**src/rtl/tag_pkg.sv**
```systemverilog
// Package: shared widths, the configuration layout and its reset value
// for the small-integer tag codec. Assumes a 32-bit configuration word.
package tag_pkg;
    localparam int TAG_BITS    = 4;
    localparam int TBL_ENTRIES = 1 << TAG_BITS;
    localparam int SHIFT_W     = 2;
    localparam int CFG_W       = 32;
    localparam int SPARE_W     = CFG_W - TBL_ENTRIES - 2 * TAG_BITS - SHIFT_W;

    // Field order from MSB down matches the bit positions software writes.
    typedef struct packed {
        logic [SPARE_W-1:0]     spare;
        logic [SHIFT_W-1:0]     shamt;
        logic [TAG_BITS-1:0]    set_m;
        logic [TAG_BITS-1:0]    keep_m;
        logic [TBL_ENTRIES-1:0] legal;
    } tag_cfg_t;

    localparam logic [CFG_W-1:0] CFG_RESET = 32'h000F_F00F;
endpackage

```
**src/rtl/tag_cfg_reg.sv**
```systemverilog
// Module: holds the tag convention word. Assumes synchronous active-low
// reset; the spare bits are never stored, so they cannot reach any logic.
module tag_cfg_reg
    import tag_pkg::*;
(
    input  logic             clk,
    input  logic             rst_n,
    input  logic             wr_en,
    input  logic [CFG_W-1:0] wr_data,
    output tag_cfg_t         cfg_o
);
    tag_cfg_t wr_cfg;

    // Drop the spare field of the incoming word.
    always_comb begin
        wr_cfg       = tag_cfg_t'(wr_data);
        wr_cfg.spare = '0;
    end

    // Load the convention on a write, restore the default on reset.
    always_ff @(posedge clk) begin
        if (!rst_n) begin
            cfg_o <= tag_cfg_t'(CFG_RESET);
        end else if (wr_en) begin
            cfg_o <= wr_cfg;
        end
    end
endmodule

```
**src/rtl/tag_detag.sv**
```systemverilog
// Module: one strip lane. Checks an operand against the validity table,
// masks its four tag bits and shifts it right arithmetically.
// Combinational; assumes DATA_W >= 4.
module tag_detag
    import tag_pkg::*;
#(
    parameter int DATA_W = 32
) (
    input  tag_cfg_t          cfg_i,
    input  logic [DATA_W-1:0] word_i,
    output logic [DATA_W-1:0] raw_o,
    output logic              legal_o
);
    localparam int HI = DATA_W - 1;
    localparam int NH = DATA_W - 2;

    logic [TAG_BITS-1:0] idx;
    logic [DATA_W-1:0]   masked;

    // Gather the tag-relevant bits into a table index.
    always_comb idx = {word_i[HI], word_i[NH], word_i[1], word_i[0]};

    // Look up legality of the tag combination.
    always_comb legal_o = cfg_i.legal[idx];

    // Clear tag bits selected by the keep mask.
    always_comb begin
        masked     = word_i;
        masked[HI] = word_i[HI] & cfg_i.keep_m[3];
        masked[NH] = word_i[NH] & cfg_i.keep_m[2];
        masked[1]  = word_i[1]  & cfg_i.keep_m[1];
        masked[0]  = word_i[0]  & cfg_i.keep_m[0];
    end

    // Scale the masked word down, keeping its sign.
    always_comb raw_o = DATA_W'($signed(masked) >>> cfg_i.shamt);
endmodule

```
**src/rtl/tag_retag.sv**
```systemverilog
// Module: the rebuild lane. Shifts an ALU result left, ORs in the tag
// bits and reports overflow on lost significance or an illegal tag.
// Combinational; assumes DATA_W >= 4.
module tag_retag
    import tag_pkg::*;
#(
    parameter int DATA_W = 32
) (
    input  tag_cfg_t          cfg_i,
    input  logic [DATA_W-1:0] value_i,
    output logic [DATA_W-1:0] word_o,
    output logic              ovf_o
);
    localparam int HI = DATA_W - 1;
    localparam int NH = DATA_W - 2;

    logic [DATA_W-1:0]   shifted;
    logic [DATA_W-1:0]   back;
    logic                lost;
    logic [TAG_BITS-1:0] idx;

    // Scale the result up to make room for the tag.
    always_comb shifted = value_i << cfg_i.shamt;

    // Undo the scaling; any difference means bits fell off the top.
    always_comb begin
        back = DATA_W'($signed(shifted) >>> cfg_i.shamt);
        lost = (back != value_i);
    end

    // Force tag bits selected by the set mask.
    always_comb begin
        word_o     = shifted;
        word_o[HI] = shifted[HI] | cfg_i.set_m[3];
        word_o[NH] = shifted[NH] | cfg_i.set_m[2];
        word_o[1]  = shifted[1]  | cfg_i.set_m[1];
        word_o[0]  = shifted[0]  | cfg_i.set_m[0];
    end

    // Flag a result that lost bits or carries an illegal tag.
    always_comb begin
        idx   = {word_o[HI], word_o[NH], word_o[1], word_o[0]};
        ovf_o = lost | ~cfg_i.legal[idx];
    end
endmodule

```
**src/rtl/smallint_tag_unit.sv**
```systemverilog
// Module: top of the tag codec. One configuration register, NUM_SRC strip
// lanes for the ALU operands and one rebuild lane for the result; every
// output is registered. Assumes synchronous active-low reset.
module smallint_tag_unit
    import tag_pkg::*;
#(
    parameter int DATA_W = 32
) (
    input  logic              clk,
    input  logic              rst_n,
    input  logic              cfg_we,
    input  logic [CFG_W-1:0]  cfg_wdata,
    input  logic [DATA_W-1:0] opa,
    input  logic [DATA_W-1:0] opb,
    input  logic [DATA_W-1:0] alu_res,
    output logic [DATA_W-1:0] opa_raw,
    output logic              opa_ok,
    output logic [DATA_W-1:0] opb_raw,
    output logic              opb_ok,
    output logic [DATA_W-1:0] res_word,
    output logic              res_ovf
);
    localparam int NUM_SRC = 2;

    tag_cfg_t          cfg;
    logic [DATA_W-1:0] src_word [NUM_SRC];
    logic [DATA_W-1:0] src_raw  [NUM_SRC];
    logic              src_ok   [NUM_SRC];
    logic [DATA_W-1:0] raw_q    [NUM_SRC];
    logic              ok_q     [NUM_SRC];
    logic [DATA_W-1:0] rt_word;
    logic              rt_ovf;

    tag_cfg_reg u_cfg (
        .clk     (clk),
        .rst_n   (rst_n),
        .wr_en   (cfg_we),
        .wr_data (cfg_wdata),
        .cfg_o   (cfg)
    );

    // Route the operands onto the lane array.
    always_comb begin
        src_word[0] = opa;
        src_word[1] = opb;
    end

    for (genvar g = 0; g < NUM_SRC; g++) begin : g_lane
        tag_detag #(.DATA_W(DATA_W)) u_detag (
            .cfg_i   (cfg),
            .word_i  (src_word[g]),
            .raw_o   (src_raw[g]),
            .legal_o (src_ok[g])
        );

        // Register this lane's stripped value and legality.
        always_ff @(posedge clk) begin
            if (!rst_n) begin
                raw_q[g] <= '0;
                ok_q[g]  <= 1'b0;
            end else begin
                raw_q[g] <= src_raw[g];
                ok_q[g]  <= src_ok[g];
            end
        end
    end

    tag_retag #(.DATA_W(DATA_W)) u_retag (
        .cfg_i   (cfg),
        .value_i (alu_res),
        .word_o  (rt_word),
        .ovf_o   (rt_ovf)
    );

    // Register the rebuilt result and its overflow flag.
    always_ff @(posedge clk) begin
        if (!rst_n) begin
            res_word <= '0;
            res_ovf  <= 1'b0;
        end else begin
            res_word <= rt_word;
            res_ovf  <= rt_ovf;
        end
    end

    // Present the lane registers on the named ports.
    always_comb begin
        opa_raw = raw_q[0];
        opa_ok  = ok_q[0];
        opb_raw = raw_q[1];
        opb_ok  = ok_q[1];
    end
endmodule

```
**config.mk**
```make
export PLATFORM = sky130hd
export DESIGN_NAME = smallint_tag_unit
export DESIGN_NICKNAME = d
export VERILOG_FILES = /design/src/rtl/tag_pkg.sv /design/src/rtl/tag_cfg_reg.sv /design/src/rtl/tag_detag.sv /design/src/rtl/tag_retag.sv /design/src/rtl/smallint_tag_unit.sv
export SDC_FILE = /design/constraint.sdc
export NUM_CORES = 1
export LEC_CHECK = 0
export ABC_AREA = 0
export CORE_MARGIN = 2
export CORE_UTILIZATION = 44
export DETAILED_ROUTE_END_ITERATION = 8
export PLACE_DENSITY_LB_ADDON = 0.05
export SLEW_MARGIN = 15
export SYNTH_ARGS = -nofsm -noshare
export SYNTH_HDL_FRONTEND = slang
export SYNTH_SLANG_ARGS = --single-unit
```
**constraint.sdc**
```tcl
create_clock -name clk -period 2.4 [get_ports clk]
set_clock_uncertainty 0.1 [all_clocks]
set_input_delay 0.24 -clock clk [delete_from_list [all_inputs] [get_ports clk]]
set_output_delay 0.24 -clock clk [all_outputs]
set_load 0.01 [all_outputs]
```
==> results.yml, run 1 <==
status:
  run_status: "completed"
clock_network:
  cts_setup_buffers: 0
  cts.path.max_buffers: 2
  cts_root_buffer: "clkbuf_16"
  cts_resized: 0
  cts.sinks: 125
  clk_pin_slew_worst_paths_ns: 0.05
  hold_buffers: 0
  cts_tree: "built"
  htree_levels: 4
  cts_buffers: 17
  insertion_delay_ns: 0.42
critical_path:
  required_ns: 2.65
  start_kind: "flip-flop"
  crit_type: "flip-flop to flip-flop"
  cp-end-kind: "flip-flop"
  r2r-start: "u_cfg.cfg_o[24]$_SDFFE_PN0P_"
  critPathMaxFanout: 28
  r2r_slack_ns: 0.36
  crit_path_top_delay_cell: "dfxtp_4"
  path_cells: "buf_4 > mux4_2 > nor2_1 > mux2i_1 > mux2i_1 > a21boi_1"
  max_stage_delay_ns: 0.43
  r2r-end: "res_ovf$_SDFF_PN0_"
  reg2reg_depth: 6
  cp-startpoint: "u_cfg.cfg_o[24]$_SDFFE_PN0P_"
  critical_path_arrival_ns: 2.29
  crit_end: "res_ovf$_SDFF_PN0_"
  crit_top_cell: "mux2i_1"
drt:
  dr_total_vias: 5040
  finalWirelength_um: 16700
  via_per_inst: 5.31
  first_iter_violations: 436
  drtAntennaViolNets: 0
  wl_per_cell_um: 17.6
  firstDrtPassIters: 4
  route.detailed.drc: 0
pwr:
  power_density_nw_per_um2: 691
  irDropWorstVdd_uv: 455
  totalPowerFinal_w: 0.00614
  p_leak_nw: 3.77
die:
  die_w_um: 120
  initial_core_util_pct: 45.0
  die_h_um: 120
  coreArea_um2: 13200
  ios: 230
  num_rows: 42
  die_area_um2: 14400
sta:
  setup_viol_count_final: 0
  fin_crit_ns: 2.04
  fmax_ghz: 0.491
  slew_viol_final: 0
  rsz0062_at_grt: "no"
  finalHoldViolations: 0
  slew_headroom_pct: 46.1
  tns_ns: 0
  worst_slew_pin_slew_ns: 0.809
  fin_crit_sh_pct: 84.8
yosys:
  synth_fp_nets: 686
  seq_area_frac_synth_pct: 42.2
  avgSynthCellArea_um2: 10.7
  synth-seq-cells: 125
  synth_cells: 555
  synth_cell_type_count: 30
  synth_area_um2: 5930
  synth-warning-count: 0
flow_run:
  max_cap_violations: 0
cells_and_area:
  area_delta_synth_final_pct: 49.7
  nets: 891
  drive_above_1_share_pct: 10.3
  num_antenna_cells: 0
  finalCoreUtilization_pct: 67.3
  final_cell_area_um2: 8880
  instances_no_fill: 949
global_route:
  antenna_found_initial: 0
  grt-ovfl-total: 0
  grt_use_total_pct: 23.6
  grt_pass1_wl_um: 26400
  grt_max_degree: 71
  grt_pass1_vias: 4949
placed_design:
  placed_area_um2: 8290
  dp_hpwl_um: 11900
  gp_congestion: 0.879
  dp_cells: 917
  port_buffers: 223
worst_hold_path:
  hold_class: "input pin to flip-flop"
[per-layer routing]
layer / GRT usage [%] / part of all wire (%) / up-vias
li1: - / - / 2396
met1: 30.8 / 43 / 2421
met2: 36.3 / 46 / 192
met3: 7.37 / 8.2 / 31
met4: 9.93 / 2.4 / 0
met5: 0 / 0 / -
[how the worst min path moves through the flow]
| stage | startpoint | to | slack (ns) | depth (start not counted) |
|---|---|---|---|---|
| detailed placement | u_cfg.cfg_o[16]$_SDFFE_PN1P_ | u_cfg.cfg_o[16]$_SDFFE_PN1P_ | 0.37 | 2 |
| floorplan | cfg_wdata[16] | u_cfg.cfg_o[16]$_SDFFE_PN1P_ | 0.27 | 2 |
| global route | rst_n | u_cfg.cfg_o[19]$_SDFFE_PN1P_ | 0.18 | 2 |
| finish | rst_n | u_cfg.cfg_o[15]$_SDFFE_PN1P_ | 0.16 | 2 |
| global placement | u_cfg.cfg_o[16]$_SDFFE_PN1P_ | u_cfg.cfg_o[16]$_SDFFE_PN1P_ | 0.36 | 2 |
| CTS | rst_n | u_cfg.cfg_o[18]$_SDFFE_PN1P_ | 0.14 | 2 |
[power breakdown]
group	switching (W)	internal [W]	total, W	leakage [nW]
clock network	0.000893	0.00171	0.00260	0.295
logic	0.000491	0.000723	0.00121	2.43
registers	0.0000802	0.00225	0.00233	1.04
[cells in the mapped netlist (all sizes together)]
library cell	number	share of area, %
a311o	2	0.34
nor2b	18	1.9
nand3	1	0.084
a2111oi	1	0.15
a21boi	1	0.13
a31oi	3	0.42
o21ai	4	0.34
nor2	5	0.32
nand2	111	7.0
clkbuf	27	1.7
nand2b	1	0.11
and2	28	3.0
o211a	36	6.1
a22o	2	0.30
a21oi	9	0.76
and3	29	3.1
o21bai	1	0.19
dfxtp	125	42
mux2i	74	13
mux2	18	3.4
buf	20	1.7
inv	2	0.13
mux4	37	14
[registers in the layout (all words and copies together), names as in the netlist]
name and cells:
ok_q 2, raw_q 64, res_word 32, u_cfg.cfg_o 26, res_ovf 1
[stage by stage]
stage               setup WS, ns  hold slack [ns]
finish                     0.364            0.155
global route               0.219            0.183
CTS                        0.334            0.138
detailed placement        0.0757            0.368
global placement           0.155            0.355
floorplan                  0.664            0.268
[worst max-delay path, delay by kind of cell, from the launching register on]
kind	cells	cell delay (ns)
AND/OR/NAND/NOR	1	0.24
flip-flops	1	0.43
multiplexers	3	0.70
buffers and inverters	1	0.37
AO/OA/AOI/OAI	1	0.12
[layout make-up]
type                       count  area [µm²]
sequential                   125        2510
timing repair buffer         233        2320
clock inverter                 7         110
clock buffer                  25         485
multi-input combinational    381        3220
tap                          176         220
fill                        1050        4310
inverter                       2        7.51
[placed cells by master (no fill, tap or decap), types with 4 or more instances in the layout]
master and n:
a21oi_1 9, and2_1 28, and3_1 29, buf_4 9
clkbuf_1 5, clkbuf_16 17, clkdlybuf4s50_1 221, clkinv_2 4
dfxtp_1 123, mux2_1 18, mux2i_1 73, mux4_2 34
nand2_1 111, nor2_1 5, nor2b_1 18, o211a_1 36
[kinds of logic (layout without fill, tap and decap cells)]
logic type / Yosys count / in the layout / synth area share (%)
DFF: 125 / 125 / 42.2
buffers and inverters: 49 / 267 / 3.52
muxes: 129 / 129 / 30.2
AOI/OAI and AO/OA: 59 / 59 / 8.69
and+or+nand+nor: 193 / 193 / 15.4
No activity file was read; power rests on OpenSTA's default activity.
==> run 2, diff against run 1 <==
==> constraint.sdc (replaced) <==
create_clock -name clk -period 2 [get_ports clk]
set_clock_uncertainty 0.1 [all_clocks]
set_input_delay 0.2 -clock clk [delete_from_list [all_inputs] [get_ports clk]]
set_output_delay 0.2 -clock clk [all_outputs]
set_load 0.01 [all_outputs]
==> results.yml, run 2 (same netlist as run 1, synthesis figures left out) <==
status:
  run_status: "completed"
pwr:
  combPwrFrac_pct: 20.7
  p_leak_nw: 3.82
  power_density_nw_per_um2: 810
  netSwitchingFraction_pct: 24.2
  clockPowerShare_pct: 41.1
  irDropWorstVdd_uv: 459
  power.internal_w: 0.00552
  seqPwrFrac_pct: 38.2
  switchingPower_w: 0.00177
drt:
  drtAntennaViolNets: 0
  wl_per_cell_um: 18.0
  first_iter_violations: 462
  finalWirelength_um: 17300
  firstDrtPassIters: 4
  via_per_inst: 5.35
  dr_total_vias: 5131
  route.detailed.drc: 0
cells_and_area:
  nets: 901
  top_register: "raw_q"
  layout_common_cells: "221 x clkdlybuf4s50_1, 123 x dfxtp_1, 111 x nand2_1"
  num_antenna_cells: 0
  area_delta_synth_final_pct: 51.5
  largestRegisters: "raw_q: 64 flops, res_word: 32 flops, u_cfg.cfg_o: 26 flops"
  largest_reg_flops: 64
  finalCoreUtilization_pct: 68.2
  drive_above_1_share_pct: 11.4
  layout_commonest_cell: "clkdlybuf4s50_1"
die:
  die_w_um: 120
  die_h_um: 120
  coreArea_um2: 13200
  num_rows: 42
  initial_core_util_pct: 45.0
  ios: 230
  die_area_um2: 14400
sta:
  fin_crit_sh_pct: 96.0
  fmax_ghz: 0.521
  worst_slew_pin_slew_ns: 0.480
  rsz0062_at_grt: "no"
  setup_ws_ns: 0.0800
  slew_viol_final: 0
  fin_crit_ns: 1.92
  slew_headroom_pct: 68.0
  setup_viol_count_final: 0
  finalHoldViolations: 0
critical_path:
  path_cells: "mux2i_2 > o21bai_2 > buf_4 > mux4_1 > mux2i_1 > mux2i_1 > a21boi_1"
  worst-path-buf-inv: 1
  crit_path_top_delay_cell: "mux4_1"
  critPathMaxFanout: 5
  crit_family: "multiplexers"
  path_depth: 7
  r2r-start: "u_cfg.cfg_o[24]$_SDFFE_PN0P_"
  r2r-end: "res_ovf$_SDFF_PN0_"
  r2r_slack_ns: 0.08
  required_ns: 2.25
  critical_path_arrival_ns: 2.17
  start_kind: "flip-flop"
  reg2reg_depth: 7
  cp-end-kind: "flip-flop"
  crit_type: "flip-flop to flip-flop"
  crit_top_cell: "mux2i_1"
  max_stage_delay_ns: 0.56
clock_network:
  clk_pin_slew_worst_paths_ns: 0.06
  cts_setup_buffers: 0
  cts_buffers: 17
  cts_root_buffer: "clkbuf_16"
  insertion_delay_ns: 0.41
  cts.path.max_buffers: 2
  hold_buffers: 0
  cts_tree: "built"
  htree_levels: 4
  cts.sinks: 125
worst_hold_path:
  whs_endpoint: "u_cfg.cfg_o[15]$_SDFFE_PN1P_"
  min_from: "rst_n"
  min_path_cells: 2
  hold_class: "input pin to flip-flop"
global_route:
  antenna_found_initial: 0
  grt-ovfl-total: 0
  grt_max_degree: 71
  grt_use_total_pct: 24.3
  grt_pass1_vias: 5310
  grt_pass1_wl_um: 27100
placed_design:
  dp_hpwl_um: 12400
  gp_congestion: 0.876
  port_buffers: 223
  pre_cts_ws_ns: -0.243
flow_run:
  max_cap_violations: 0
run 2: changes by cell type in the layout (fill, tap and decap cells not counted), sizes merged:
| cell | change |
|---|---|
| bufinv | -1 |
| clkbuf | +1 |
| clkinv | +1 |
| buf | +9 |
run 2: routing by layer:
metal	vias to the layer above	track usage [%]	part of all wire, %
met5	-	0	0
met4	0	8.75	1.8
met3	21	8.27	8.5
met2	204	38.8	48
met1	2477	30.5	42
li1	2429	-	-
run 2: layout make-up:
| type | count | area (µm²) |
|---|---|---|
| Sequential cell | 125 | 2510 |
| Clock buffer | 25 | 487 |
| Fill cell | 1048 | 4200 |
| Timing Repair Buffer | 243 | 2450 |
| Multi-Input combinational cell | 381 | 3230 |
| Tap cell | 176 | 220 |
| Clock inverter | 7 | 85.1 |
| Inverter | 2 | 7.51 |
run 2: how the worst max path moves through the flow:
stage | from | endpoint | slack [ns]
after global placement | opa[0] | ok_q[0]$_DFF_P_ | -0.19
final | u_cfg.cfg_o[24]$_SDFFE_PN0P_ | res_ovf$_SDFF_PN0_ | 0.08
after floorplan | u_cfg.cfg_o[24]$_SDFFE_PN0P_ | res_ovf$_SDFF_PN0_ | 0.26
after CTS | u_cfg.cfg_o[24]$_SDFFE_PN0P_ | res_ovf$_SDFF_PN0_ | 0.06
after global routing | u_cfg.cfg_o[24]$_SDFFE_PN0P_ | res_ovf$_SDFF_PN0_ | 0.0008
after detailed placement | opb[0] | ok_q[1]$_DFF_P_ | -0.24
run 2: per-stage QoR:
stage	std cells	power [W]	hold WS, ns	setup TNS, ns	instance area (µm²)
after floorplan	555	0.00353	0.228	0	5930
after global placement	926	0.00430	0.357	-0.488	8380
after detailed placement	926	0.00433	0.367	-0.668	8380
after CTS	958	0.00734	0.0825	0	8960
after global routing	959	0.00761	0.0933	0	8990
final	959	0.00728	0.0982	0	8990
run 2: power by group through the flow:
stage	clock network [W]	registers [W]	logic [W]
2_1_floorplan	0	0.00290	0.000632
3_3_place_gp	0	0.00283	0.00147
3_5_place_dp	0	0.00283	0.00149
4_1_cts	0.00305	0.00278	0.00151
5_1_grt	0.00319	0.00280	0.00162
6_report	0.00299	0.00278	0.00151
run 2: what timing repair did:
action | in CTS | in global routing
setup endpoints to repair | 1 | 1
gates resized for setup | 1 | 1
hold endpoints to repair | 0 | 0
cloned | 0 | 1
==> run 3, diff against run 2 <==
--- a/config.mk
+++ b/config.mk
@@ -6,6 +6,7 @@
 export NUM_CORES = 1
 export LEC_CHECK = 0
 export ABC_AREA = 0
+export CAP_MARGIN = 10
 export CORE_MARGIN = 2
 export CORE_UTILIZATION = 44
 export DETAILED_ROUTE_END_ITERATION = 8
==> results of run 3 <==
No change in the layout: final DEF, timing and power equal those of run 2.
